**config.mk**
```make
export PLATFORM = sky130hd
export DESIGN_NAME = burst_addr_ctr
export DESIGN_NICKNAME = d
export VERILOG_FILES = /design/src/rtl/bac_pkg.sv /design/src/rtl/bac_beat_ctr.sv /design/src/rtl/bac_base_reg.sv /design/src/rtl/bac_seq_map.sv /design/src/rtl/burst_addr_ctr.sv
export SDC_FILE = /design/constraint.sdc
export NUM_CORES = 1
export LEC_CHECK = 0
export BUFFER_PORTS_ARGS = -buffer_cell sky130_fd_sc_hd__buf_4
export CAP_MARGIN = 30
export CORE_MARGIN = 2
export CORE_UTILIZATION = 41
export DETAILED_ROUTE_END_ITERATION = 8
export PLACE_DENSITY_LB_ADDON = 0.12
export SYNTH_ARGS = -nofsm -noshare
export SYNTH_HDL_FRONTEND = slang
export SYNTH_SLANG_ARGS = --single-unit
```
**constraint.sdc**
```tcl
create_clock -name clk_i -period 0.85 [get_ports clk_i]
set_input_delay 0.0425 -clock clk_i [delete_from_list [all_inputs] [get_ports clk_i]]
set_output_delay 0.0425 -clock clk_i [all_outputs]
set_load 0.01 [all_outputs]
```
**src/rtl/bac_pkg.sv**
```systemverilog
package bac_pkg;
  localparam int unsigned BURST_W = 2;
  typedef logic [BURST_W-1:0] beat_t;
  typedef enum logic {ORD_LINEAR = 1'b0, ORD_INTERLEAVE = 1'b1} order_e;
endpackage

```
**src/rtl/bac_beat_ctr.sv**
```systemverilog
module bac_beat_ctr
  import bac_pkg::*;
(
  input  logic  clk_i,
  input  logic  rst_ni,
  input  logic  clr_i,
  input  logic  inc_i,
  output beat_t beat_o
);
  beat_t beat_q;

  always_ff @(posedge clk_i or negedge rst_ni) begin
    if (!rst_ni)    beat_q <= '0;
    else if (clr_i) beat_q <= '0;
    else if (inc_i) beat_q <= beat_q + 1'b1; // natural wrap after last beat
  end

  assign beat_o = beat_q;
endmodule

```
**src/rtl/bac_base_reg.sv**
```systemverilog
module bac_base_reg #(
  parameter int unsigned ADDR_W = 18
) (
  input  logic              clk_i,
  input  logic              rst_ni,
  input  logic              ld_i,
  input  logic [ADDR_W-1:0] addr_i,
  output logic [ADDR_W-1:0] base_o
);
  logic [ADDR_W-1:0] base_q;

  always_ff @(posedge clk_i or negedge rst_ni) begin
    if (!rst_ni)   base_q <= '0;
    else if (ld_i) base_q <= addr_i;
  end

  assign base_o = base_q;
endmodule

```
**src/rtl/bac_seq_map.sv**
```systemverilog
module bac_seq_map
  import bac_pkg::*;
(
  input  beat_t  base_i,
  input  beat_t  beat_i,
  input  order_e order_i,
  output beat_t  lsb_o
);
  beat_t lin, ilv;

  assign lin   = base_i + beat_i;
  assign ilv   = base_i ^ beat_i;
  assign lsb_o = (order_i == ORD_INTERLEAVE) ? ilv : lin;
endmodule

```
**src/rtl/burst_addr_ctr.sv**
```systemverilog
module burst_addr_ctr
  import bac_pkg::*;
#(
  parameter int unsigned ADDR_W = 18
) (
  input  logic              clk_i,
  input  logic              rst_ni,
  input  logic [ADDR_W-1:0] addr_i,
  input  logic              strobe_proc_ni,
  input  logic              strobe_ctrl_ni,
  input  logic              adv_ni,
  input  logic              order_ni,
  output logic [ADDR_W-1:0] addr_o
);
  localparam int unsigned HI_W = ADDR_W - BURST_W;

  logic              load;
  logic              step;
  logic [ADDR_W-1:0] base;
  beat_t             beat;
  beat_t             lsb;
  order_e            order;

  assign load  = !strobe_proc_ni || !strobe_ctrl_ni;
  assign step  = !load && !adv_ni;
  assign order = order_e'(order_ni);

  bac_base_reg #(.ADDR_W(ADDR_W)) u_base (
    .clk_i (clk_i),
    .rst_ni(rst_ni),
    .ld_i  (load),
    .addr_i(addr_i),
    .base_o(base)
  );

  bac_beat_ctr u_beat (
    .clk_i (clk_i),
    .rst_ni(rst_ni),
    .clr_i (load),
    .inc_i (step),
    .beat_o(beat)
  );

  bac_seq_map u_map (
    .base_i (base[BURST_W-1:0]),
    .beat_i (beat),
    .order_i(order),
    .lsb_o  (lsb)
  );

  generate
    if (HI_W > 0) begin : g_hi
      assign addr_o = {base[ADDR_W-1:BURST_W], lsb};
    end else begin : g_lsb_only
      assign addr_o = lsb;
    end
  endgenerate
endmodule

```
==> impl_results.md <==
* Outcome: finished, violations left
* Failing checks: setup timing
* Final setup viols at 21
* CTS H-tree lvls at 1
* Crit path DAT at 1250 ps
* Vias per std cell at 4.30
* Critical Path Slowest Stage Cell: dfrtp_1
* Drt pass-1 iters at 2
* F_max at 771 MHz
* Yosys top cell area share at 50.8%
* Post-route ant nets at 0
* Die X-Extent at 53.0 µm
* RSZ-0062 raised after global routing: true
* Port Buf Inserts at 41
* R2R Path Start: u_beat.beat_o[0]
* Design area at 1600 µm²
* FF-to-FF setup slack at -140 ps
* Vias at 624
* Vias in the first global route at 624
* Fillers at 163
* Slack of the critical path at -446 ps
* VDD IR max at 1.03 mV
* Worst R2R Path Depth at 4
* Area of the multi-input gates at 383 µm²
* Post-Syn Area at 986 µm²
* Slowest stage delay, CP at 430 ps
* Clock root buffer master: clkbuf_4
* Top FF cell, synth: dfrtp_1
* Row count at 17
* Storage element area at 500 µm²
* Total Die Area at 2810 µm²
* Critical path capture point type: primary output
* Post-synth EDFFs at 0
* # clock sinks at 20
* WL final at 1750 µm
* Post-DP HPWL at 1150 µm
* Max Cap Violations at 0
* Slew @ Worst Pin at 245 ps
* First-pass GRT wire length at 2780 µm
* Die H at 53.0 µm
* Placeable Area at 2230 µm²
* Min-Delay Path Class: in2reg
* Initial core utilization at 44.1%
* Total power at 2.43 mW
* GPL Wtd Cong at 0.693
* Power density cells at 1520 nW/µm²
* Dominant cells by area after synthesis: dfrtp_1, mux2_4, buf_4
* Initial antenna violation count at 0
* Critical hold path startpoint: adv_ni
* Syn Inst Count at 66
* Slew margin rel. at 83.6%
* Area growth syn-to-layout at 61.8%
* Final nets at 143
* Crit path required time at 810 ps
* Hold endpoint: u_beat.beat_o[0]
* Crit-path cells: ha_4, nor2b_4, xnor2_2, buf_4
* Aggregate global-route resource usage at 14.2%
* Commonest cells post-synth: dfrtp_1, mux2_4, buf_4
* Wire length per cell at 12.0 µm
* Pin count of the biggest net entering global routing at 21
* Largest area contributor in the netlist: dfrtp_1
* Number of remaining DRC errors at 0
* Initial DRC count at 2
* Syn nets at 91
* RR Endpoint: u_beat.beat_o[1]
* Async SR Flop Fraction at 100%
* Clock Skews at 0.143 ps
* CP Class: reg2out
* Critical-path maximum fanout at 2
* Pre-CTS setup slack at -128 ps
* CTS tree: done
* Buf/Inv on CP at 1
* Minimum clock period at 1300 ps
* CTS clk-pin slew, worst paths at 100 ps
* Sequential fraction of the synthesis area at 50.8%
* Post-synthesis cell type count at 10
* Worst skew pair latency at 280 ps
* Leak at 0.790 nW
* Mean Syn Cell Area at 14.9 µm²
* I/O pin total at 42
* CP top delay family: flip-flops
* Ys Warns at 0
* Top-count cell post-synth: dfrtp_1
* Ratio of cells with drive above 1 in the final layout at 63.2%
* Share of the clock period used by the worst path at 152%
* Grt total ovfl at 0
* Hold Path Depth at 3
* Crit start category: flip-flop
* Antenna diode count at 0
* Final core occ at 71.4%
* Synth Register Bits at 20
* Slew Limit Fails at 0
* Clock buffer count from CTS at 3
* DP Area at 1260 µm²
* TNS Setup at -1210 ps
* CTS max path bufs at 2
* Hold Vio Cnt, Final at 0
[through the flow]
| stage | std cells | hold WS, ps |
|---|---|---|
| after global placement | 121 | -65.6 |
| after global routing | 145 | 62.4 |
| after CTS | 145 | 55.3 |
| after floorplan | 66 | -253 |
| after detailed placement | 121 | -67.7 |
| final | 145 | 70.3 |
[power by group]
group | switching (mW) | internal (mW) | total, mW
Combinational | 0.178 | 0.417 | 0.595
Sequential | 0.0582 | 1.03 | 1.08
Clock | 0.270 | 0.476 | 0.746
[tightest hold or removal path: stages]
cell     delay, ps
buf_4          100
nor2b_4         40
nor3_2         130
[kinds of logic (layout without fill, tap and decap cells)]
group / count (synthesis) / after routing / share of synthesized area, %
XOR/XNOR: 3 / 3 / 2.67
adder cells (fa/ha/maj): 1 / 1 / 1.27
buffers and inverters: 18 / 69 / 14.5
flip-flops: 20 / 20 / 50.8
multiplexers: 18 / 18 / 27.4
AND/OR/NAND/NOR: 6 / 6 / 3.43
[cells in the final DEF (no fill, tap or decap)]
cell type	count
buf_4	27
dfrtp_1	20
dlygate4sd3_1	19
mux2_4	18
buf_6	17
clkbuf_4	3
xnor2_1	2
nor2b_4	2
buf_12	2
xnor2_2	1
nand2_2	1
nor2b_1	1
nor3_2	1
nor2_1	1
ha_4	1
bufinv_16	1
[worst max-delay path by stage]
stage	start	endpoint	slack, ps	cells after the start
global placement	u_beat.beat_o[0]	addr_o[1]	-110	4
global route	u_base.base_o[0]	addr_o[1]	-510	4
detailed placement	u_beat.beat_o[0]	addr_o[1]	-130	4
CTS	u_base.base_o[0]	addr_o[1]	-460	4
finish	u_beat.beat_o[0]	addr_o[1]	-450	4
floorplan	u_beat.beat_o[0]	addr_o[1]	-30	3
[final cells by class]
cell class              instances  area share (%)
clock buffers                   3            1.41
multi-input cells              28            24.0
repair buffers                 65            39.1
well taps                      28            2.20
flip-flops and latches         20            31.4
clock inverters                 1            1.88
[sequential cells by signal, summed over array words and instances, names as in the netlist]
signal and count:
u_beat.beat_o 2, u_base.base_o 18
[layer usage]
layer / routed length [µm] / vias up / track usage, %
met4: 13 / 0 / 5.13
met3: 96 / 2 / 4.24
li1: - / 303 / -
met1: 741 / 296 / 17.1
met5: 0 / - / 0
met2: 895 / 23 / 24.0
[what timing repair did]
action                                 CTS  global route
setup buffers                            2             1
pin swaps                                4             2
setup endpoints to repair               20            21
gates resized for setup                 19             2
hold buffers                            19             0
endpoints found under the hold margin   38             0
Note: power is estimated with default switching activity, not from simulation.
